--- src/rtl/ccd_seq_pkg.sv ---
package ccd_seq_pkg;
  parameter int unsigned CFG_W = 16;

  typedef enum logic [2:0] {
    ST_IDLE, ST_SHUTTER, ST_PRE_GAP, ST_XFER, ST_POST_GAP, ST_READOUT, ST_POSTSCAN
  } seq_state_e;

  typedef struct packed {
    logic             shut_en;
    logic [CFG_W-1:0] expo;
    logic [CFG_W-1:0] gap;
    logic [CFG_W-1:0] xfer;
    logic [CFG_W-1:0] post;
  } line_cfg_t;
endpackage

--- src/rtl/ccd_cfg_latch.sv ---
module ccd_cfg_latch
  import ccd_seq_pkg::*;
#(
  parameter int unsigned MIN_XFER = 31,
  parameter int unsigned MIN_GAP  = 1,
  parameter int unsigned MIN_EXPO = 10
) (
  input  logic      clk,
  input  logic      rst,
  input  logic      load,
  input  line_cfg_t raw,
  output line_cfg_t cur,
  output logic      err
);
  localparam logic [CFG_W-1:0] MX = CFG_W'(MIN_XFER);
  localparam logic [CFG_W-1:0] MG = CFG_W'(MIN_GAP);
  localparam logic [CFG_W-1:0] ME = CFG_W'(MIN_EXPO);
  localparam logic [CFG_W:0]   ME_SUM = (CFG_W+1)'(MIN_EXPO);

  logic      bad;
  logic [CFG_W:0] expo_sum;
  line_cfg_t safe_cfg;

  always_comb begin
    expo_sum = {1'b0, raw.expo} + {1'b0, raw.gap};
    bad = (raw.xfer < MX) || (raw.gap < MG) || (raw.expo == '0) ||
          (raw.shut_en && (expo_sum < ME_SUM));
    safe_cfg         = raw;
    safe_cfg.xfer    = MX;
    safe_cfg.gap     = MG;
    safe_cfg.expo    = ME;
  end

  always_ff @(posedge clk) begin
    if (rst) begin
      cur <= '{shut_en: 1'b0, expo: ME, gap: MG, xfer: MX, post: '0};
      err <= 1'b0;
    end else if (load) begin
      cur <= bad ? safe_cfg : raw;
      err <= bad;
    end
  end
endmodule

--- src/rtl/ccd_line_fsm.sv ---
module ccd_line_fsm
  import ccd_seq_pkg::*;
#(
  parameter int unsigned PRESCAN = 4,
  parameter int unsigned USEFUL  = 2048,
  parameter int unsigned HALF    = 2
) (
  input  logic                        clk,
  input  logic                        rst,
  input  logic                        run,
  input  line_cfg_t                   cur,
  output seq_state_e                  state,
  output logic [CFG_W-1:0]            cnt,
  output logic [CFG_W-1:0]            pix,
  output logic [$clog2(2*HALF)-1:0]   hc,
  output logic                        load
);
  localparam int unsigned HC_W    = $clog2(2*HALF);
  localparam int unsigned REG_PIX = PRESCAN + USEFUL;
  localparam logic [HC_W-1:0]  HC_LAST  = HC_W'(2*HALF-1);
  localparam logic [CFG_W-1:0] PIX_LAST = CFG_W'(REG_PIX-1);

  seq_state_e nstate;
  logic       pixel_end, line_end, in_pix;

  always_comb begin
    in_pix    = (state == ST_READOUT) || (state == ST_POSTSCAN);
    pixel_end = in_pix && (hc == HC_LAST);
    line_end  = 1'b0;
    nstate    = state;
    unique case (state)
      ST_IDLE:     if (run) nstate = ST_SHUTTER;
      ST_SHUTTER:  if (cnt == cur.expo - 1'b1) nstate = ST_PRE_GAP;
      ST_PRE_GAP:  if (cnt == cur.gap - 1'b1)  nstate = ST_XFER;
      ST_XFER:     if (cnt == cur.xfer - 1'b1) nstate = ST_POST_GAP;
      ST_POST_GAP: if (cnt == cur.gap - 1'b1)  nstate = ST_READOUT;
      ST_READOUT:
        if (pixel_end && pix == PIX_LAST) begin
          if (cur.post == '0) line_end = 1'b1;
          else nstate = ST_POSTSCAN;
        end
      ST_POSTSCAN:
        if (pixel_end && pix == cur.post - 1'b1) line_end = 1'b1;
      default: nstate = ST_IDLE;
    endcase
    if (line_end) nstate = run ? ST_SHUTTER : ST_IDLE;
    load = run && ((state == ST_IDLE) || line_end);
  end

  always_ff @(posedge clk) begin
    if (rst) begin
      state <= ST_IDLE;
      cnt   <= '0;
      pix   <= '0;
      hc    <= '0;
    end else begin
      state <= nstate;
      if (nstate != state || line_end) begin
        cnt <= '0;
        pix <= '0;
        hc  <= '0;
      end else begin
        cnt <= cnt + 1'b1;
        if (in_pix) begin
          hc <= pixel_end ? '0 : hc + 1'b1;
          if (pixel_end) pix <= pix + 1'b1;
        end
      end
    end
  end
endmodule

--- src/rtl/ccd_drive_decode.sv ---
module ccd_drive_decode
  import ccd_seq_pkg::*;
#(
  parameter int unsigned PRESCAN = 4,
  parameter int unsigned USEFUL  = 2048,
  parameter int unsigned HALF    = 2,
  parameter int unsigned RST_W   = 1
) (
  input  logic                        clk,
  input  logic                        rst,
  input  seq_state_e                  state,
  input  logic [CFG_W-1:0]            cnt,
  input  logic [CFG_W-1:0]            pix,
  input  logic [$clog2(2*HALF)-1:0]   hc,
  input  line_cfg_t                   cur,
  output logic                        o_xfer,
  output logic                        o_ab,
  output logic                        o_phi1,
  output logic                        o_phi2,
  output logic                        o_rgate,
  output logic                        o_line_start,
  output logic                        o_pix_valid,
  output logic [$clog2(USEFUL)-1:0]   o_pix_idx
);
  localparam int unsigned HC_W  = $clog2(2*HALF);
  localparam int unsigned IDX_W = $clog2(USEFUL);
  localparam logic [HC_W-1:0]  HC_HALF = HC_W'(HALF);
  localparam logic [HC_W-1:0]  HC_RSTE = HC_W'(HALF + RST_W);
  localparam logic [HC_W-1:0]  HC_LAST = HC_W'(2*HALF-1);
  localparam logic [CFG_W-1:0] PX_LO   = CFG_W'(PRESCAN);
  localparam logic [CFG_W-1:0] PX_HI   = CFG_W'(PRESCAN + USEFUL);

  logic xfer_d, ab_d, p1_d, rg_d, ls_d, vld_d;
  logic [IDX_W-1:0] idx_d;

  always_comb begin
    xfer_d = 1'b0; ab_d = 1'b1; p1_d = 1'b1; rg_d = 1'b1;
    ls_d   = 1'b0; vld_d = 1'b0; idx_d = '0;
    unique case (state)
      ST_SHUTTER:  ab_d = 1'b0;
      ST_PRE_GAP:  begin ab_d = 1'b0; ls_d = (cnt == cur.gap - 1'b1); end
      ST_XFER:     begin ab_d = 1'b0; xfer_d = 1'b1; end
      ST_POST_GAP: ab_d = cur.shut_en;
      ST_READOUT, ST_POSTSCAN: begin
        ab_d  = cur.shut_en;
        p1_d  = hc < HC_HALF;
        rg_d  = (hc >= HC_HALF) && (hc < HC_RSTE);
        vld_d = (state == ST_READOUT) && (hc == HC_LAST) &&
                (pix >= PX_LO) && (pix < PX_HI);
        idx_d = IDX_W'(pix - PX_LO);
      end
      default: ;
    endcase
  end

  always_ff @(posedge clk) begin
    if (rst) begin
      o_xfer <= 1'b0; o_ab <= 1'b1; o_phi1 <= 1'b1; o_phi2 <= 1'b0;
      o_rgate <= 1'b1; o_line_start <= 1'b0; o_pix_valid <= 1'b0; o_pix_idx <= '0;
    end else begin
      o_xfer <= xfer_d; o_ab <= ab_d; o_phi1 <= p1_d; o_phi2 <= ~p1_d;
      o_rgate <= rg_d; o_line_start <= ls_d; o_pix_valid <= vld_d;
      o_pix_idx <= vld_d ? idx_d : '0;
    end
  end
endmodule

--- src/rtl/ccd_seq.sv ---
module ccd_seq
  import ccd_seq_pkg::*;
#(
  parameter int unsigned PRESCAN  = 4,
  parameter int unsigned USEFUL   = 2048,
  parameter int unsigned HALF     = 2,
  parameter int unsigned RST_W    = 1,
  parameter int unsigned MIN_XFER = 31,
  parameter int unsigned MIN_GAP  = 1,
  parameter int unsigned MIN_EXPO = 10
) (
  input  logic                      clk,
  input  logic                      rst,
  input  logic                      run,
  input  logic                      cfg_shut_en,
  input  logic [CFG_W-1:0]          cfg_expo,
  input  logic [CFG_W-1:0]          cfg_gap,
  input  logic [CFG_W-1:0]          cfg_xfer,
  input  logic [CFG_W-1:0]          cfg_post,
  output logic                      o_xfer,
  output logic                      o_ab,
  output logic                      o_phi1,
  output logic                      o_phi2,
  output logic                      o_rgate,
  output logic                      o_line_start,
  output logic                      o_pix_valid,
  output logic [$clog2(USEFUL)-1:0] o_pix_idx,
  output logic                      o_cfg_err
);
  line_cfg_t  raw, cur;
  seq_state_e state;
  logic [CFG_W-1:0] cnt, pix;
  logic [$clog2(2*HALF)-1:0] hc;
  logic load;

  assign raw = '{shut_en: cfg_shut_en, expo: cfg_expo, gap: cfg_gap,
                 xfer: cfg_xfer, post: cfg_post};

  ccd_cfg_latch #(.MIN_XFER(MIN_XFER), .MIN_GAP(MIN_GAP), .MIN_EXPO(MIN_EXPO)) u_cfg (
    .clk(clk), .rst(rst), .load(load), .raw(raw), .cur(cur), .err(o_cfg_err));

  ccd_line_fsm #(.PRESCAN(PRESCAN), .USEFUL(USEFUL), .HALF(HALF)) u_fsm (
    .clk(clk), .rst(rst), .run(run), .cur(cur), .state(state),
    .cnt(cnt), .pix(pix), .hc(hc), .load(load));

  ccd_drive_decode #(.PRESCAN(PRESCAN), .USEFUL(USEFUL), .HALF(HALF), .RST_W(RST_W)) u_dec (
    .clk(clk), .rst(rst), .state(state), .cnt(cnt), .pix(pix), .hc(hc), .cur(cur),
    .o_xfer(o_xfer), .o_ab(o_ab), .o_phi1(o_phi1), .o_phi2(o_phi2), .o_rgate(o_rgate),
    .o_line_start(o_line_start), .o_pix_valid(o_pix_valid), .o_pix_idx(o_pix_idx));
endmodule

--- config.mk ---
export PLATFORM = sky130hd
export DESIGN_NAME = ccd_seq
export DESIGN_NICKNAME = d
export VERILOG_FILES = /design/src/rtl/ccd_seq_pkg.sv /design/src/rtl/ccd_cfg_latch.sv /design/src/rtl/ccd_line_fsm.sv /design/src/rtl/ccd_drive_decode.sv /design/src/rtl/ccd_seq.sv
export SDC_FILE = /design/constraint.sdc
export NUM_CORES = 1
export LEC_CHECK = 0
export BUFFER_PORTS_ARGS = -buffer_cell sky130_fd_sc_hd__buf_4
export CAP_MARGIN = 20
export CORE_ASPECT_RATIO = 1.25
export CORE_MARGIN = 5
export CORE_UTILIZATION = 60
export CTS_CLUSTER_DIAMETER = 40
export DETAILED_ROUTE_END_ITERATION = 8
export PLACE_DENSITY = 0.91
export SYNTH_ARGS = -nofsm -noshare
export SYNTH_HDL_FRONTEND = slang
export SYNTH_SLANG_ARGS = --single-unit
--- constraint.sdc ---
create_clock -name clk -period 3.9 [get_ports clk]
set_input_delay 0.78 -clock clk [delete_from_list [all_inputs] [get_ports clk]]
set_output_delay 0.78 -clock clk [all_outputs]
set_load 0.01 [all_outputs]
==> summary.md <==
| Metric | Value |
|---|---|
| Run status | finished clean |
| Post-route ant nets | 0 |
| Commonest cells after routing, fill and taps aside | dfxtp_1, buf_4, nor2_1 |
| Final setup fails | 0 |
| Syn-to-layout area delta | 15.91% |
| Root Driver | clkbuf_16 |
| CTS Hold Buffers Added | 0 |
| PD cells | around 370 mW/mm^2 |
| Die Y | between 100 and 150 um |
| Yosys reg bits | 121 |
| Placed Area | 0.008922 mm^2 |
| CTS tree | done |
| DR iter-0 viols | between 700 and 800 |
| R2r setup slk | 0.48 ns |
| CTS Buf Count | 17 |
| Fmax | just under 300 MHz |
| Post-CTS setup repair buffer count | 0 |
| CTS Sinks | 121 |
| Core ar. | around 0.013 mm^2 |
| Die width | around 110 um |
| Fin area | 0.009507 mm^2 |
| Synthesis warning total | 0 |
| Worst hold margin | about 0.48 ns |
| R2r endpoint | u_cfg.cur[36] |
| H-tree levels | 4 |
| Setup crit start | u_cfg.cur[0] |
| Most common cell after layout, fill and taps aside | dfxtp_1 |
| Maximum vdd drop | approximately 0.00025 V |
| Fin crit share | roughly 88% |
| Share of flip-flops with an asynchronous set or reset | 0% |
| Post-Synthesis Cells | 995 |
| Antenna violations before repair | 0 |
| Syn nets | 1093 |
| Via density | 6.501 |
| WL/cell | about 18 um |
| Worst EP required | around 4.3 ns |
| Fin nets | between 1000 and 1500 |
| CTS resizes | 0 |
| Global-route wire length before repair | ~37000 um |
| Vias in the first global route | between 7000 and 8000 |
| Synth unique cells | a little over 70 |
| PortBufs | 86 |
| Grt ovf | 0 |
| Syn_area_per_cell | about 8 um^2 |
| MaxCap Viol Count | 0 |
| Clk Latency, worst-skew pair | 0.42 ns |
| Fin crit period | 3.422 ns |
| Critical path endpoint | u_cfg.cur[36] |
| Cell Rows | between 40 and 50 |
| Leakage | approximately 3.6 nW |
| Hold/Removal Path Class | reg -> reg |
| Bufs on Longest Clock Path | 2 |
| Setup crit start kind | flop |
| Post-synth EDFFs | 0 |
| Main flop type after synthesis | dfxtp_1 |
| DRC Markers | 0 |
| Layout cell share with drive strength beyond 1 | approximately 15% |
| IO Count | 87 |
| Fin. Hold Viols | 0 |
| Max-slew violation count | 0 |
| Unrepaired setup endpoints after global routing | false |
| Post-Route WL | roughly 22000 um |
| Synth Cell Area | 0.008202 mm^2 |
| Via count | 7951 |
| Top-area cell type share of the netlist area | 29.53% |
| Post-Route Skew | between 0.007 and 0.008 ns |
| Initial core utilization | 61.44% |
| Setup_tns | 0 ns |
| Placed insts | approximately 1200 |
| Worst Path Max Fanout | between 40 and 50 |
| Slew HR | roughly two fifths |
| Die area | between 0.015 and 0.02 mm^2 |
| Yosys top cell by area | dfxtp_1 |
| DP HPWL | around 16000 um |
| Clock slew at reported path FFs | around 0.060 ns |
| Worst-margin pin slew | approximately 0.9 ns |
| Critical Setup Path Class | reg -> reg |
| Post-Layout Cell Count | 1223 |
| Worst R2R Start | u_cfg.cur[0] |
| Largest net degree at the start of global routing | 86 |
| Global Route Usage Sum | roughly 28% |
| Min-delay src | u_fsm.hc[1] |
| Fillers | between 1000 and 1500 |
| Reg2Reg Depth | 11 |
| RePlAce Congestion | 0.9310 |
| Setup crit end kind | flop |
| Largest cells by area after synthesis | dfxtp_1, xnor2_1, xor2_1 |
| Arrival time of data at the critical path endpoint | approximately 3.8 ns |
| Part of the Yosys area used for sequential elements | 29.53% |
| First-pass DRT Iterations | 5 |
| Ant diodes | 0 |
## registers in the layout, summed over array words and instances (netlist names), 2 cells and up
name             cells
u_cfg.cur           65
u_dec.o_pix_idx     11
u_fsm.cnt           16
u_fsm.hc             2
u_fsm.pix           16
u_fsm.state          3
## worst min path at each step
stage | slack, ns | depth (start not counted) | end
after global routing | 0.50 | 1 | u_dec.o_phi1
after detailed placement | 0.47 | 1 | u_dec.o_phi1
final | 0.48 | 1 | u_dec.o_phi1
after CTS | 0.49 | 1 | u_dec.o_phi1
after global placement | 0.46 | 1 | u_dec.o_phi1
after floorplan | 0.41 | 1 | u_dec.o_phi1
## layer usage
metal / up-vias / share of wire [%] / routed length (um) / track usage (%)
met5: - / 0 / 0 / 0
met4: 0 / 3.9 / 873 / 13.32
li1: 3807 / - / - / -
met2: 288 / 52 / 11720 / 50.17
met3: 72 / 5.4 / 1205 / 6.258
met1: 3784 / 38 / 8630 / 30.63
## Yosys cell counts, types with 4 or more instances
master	n
and3_1	11
a211oi_1	9
mux2i_1	7
nand3_1	23
nand2_1	45
a32o_1	41
a31oi_1	8
nor3_1	24
nor4_1	67
o21ai_0	27
nor3b_1	5
buf_2	13
nor4b_1	6
nor2b_1	51
nor2_1	72
nand4b_1	4
nand2b_1	12
and4_1	6
clkbuf_1	65
o31ai_1	5
o31a_1	4
a32oi_1	8
xnor2_1	64
inv_1	35
xor2_1	51
nand4_1	30
dfxtp_1	121
or4_1	6
nand3b_1	4
a21oi_1	38
o211ai_1	39
ha_1	29
## metrics by stage
stage	setup slack (ns)	util [%]	total power [W]
global route	0.2991	71.22	0.003655
floorplan	0.3458	-	0.001820
detailed placement	0.1666	66.84	0.002000
CTS	0.5245	71.13	0.003512
global placement	0.2096	66.84	0.001988
finish	0.4782	71.22	0.003514
## cell families after synthesis
family	Yosys count	synth area share, %
AND/OR/NAND/NOR	382	26.03
AO/OA/AOI/OAI	219	20.37
flip-flops	121	29.53
buffers and inverters	118	5.736
XOR/XNOR	116	12.56
adder cells (fa/ha/maj)	31	4.790
multiplexers	8	0.9916
## layout make-up
cell class	instances	area, um^2	area share, %
timing repair buffer	108	839.6	8.831
tap	171	214.0	2.251
sequential	121	2422	25.48
inverter	35	131.4	1.382
clock buffer	20	446.7	4.699
multi-input combinational	756	5326	56.03
clock inverter	12	126.4	1.329
## worst max-delay path, stage by stage, from the launching register on
cell,delay [ns]
dfxtp_1,0.37
inv_1,0.10
ha_1,0.26
nor3b_1,0.46
nand4_1,0.15
and3_1,0.20
o31a_1,0.32
a2111oi_4,0.43
a21oi_2,0.15
a2111oi_4,0.42
buf_12,0.26
a32o_1,0.21
## power by group
group | internal (W) | switching [W] | leakage (nW)
clock | 0.000951 | 0.000571 | 0.280
sequential | 0.00129 | 0.0000782 | 0.986
combinational | 0.000284 | 0.000343 | 2.37
total | 0.00252 | 0.000991 | 3.64
Power figures use the tool's default switching activity.
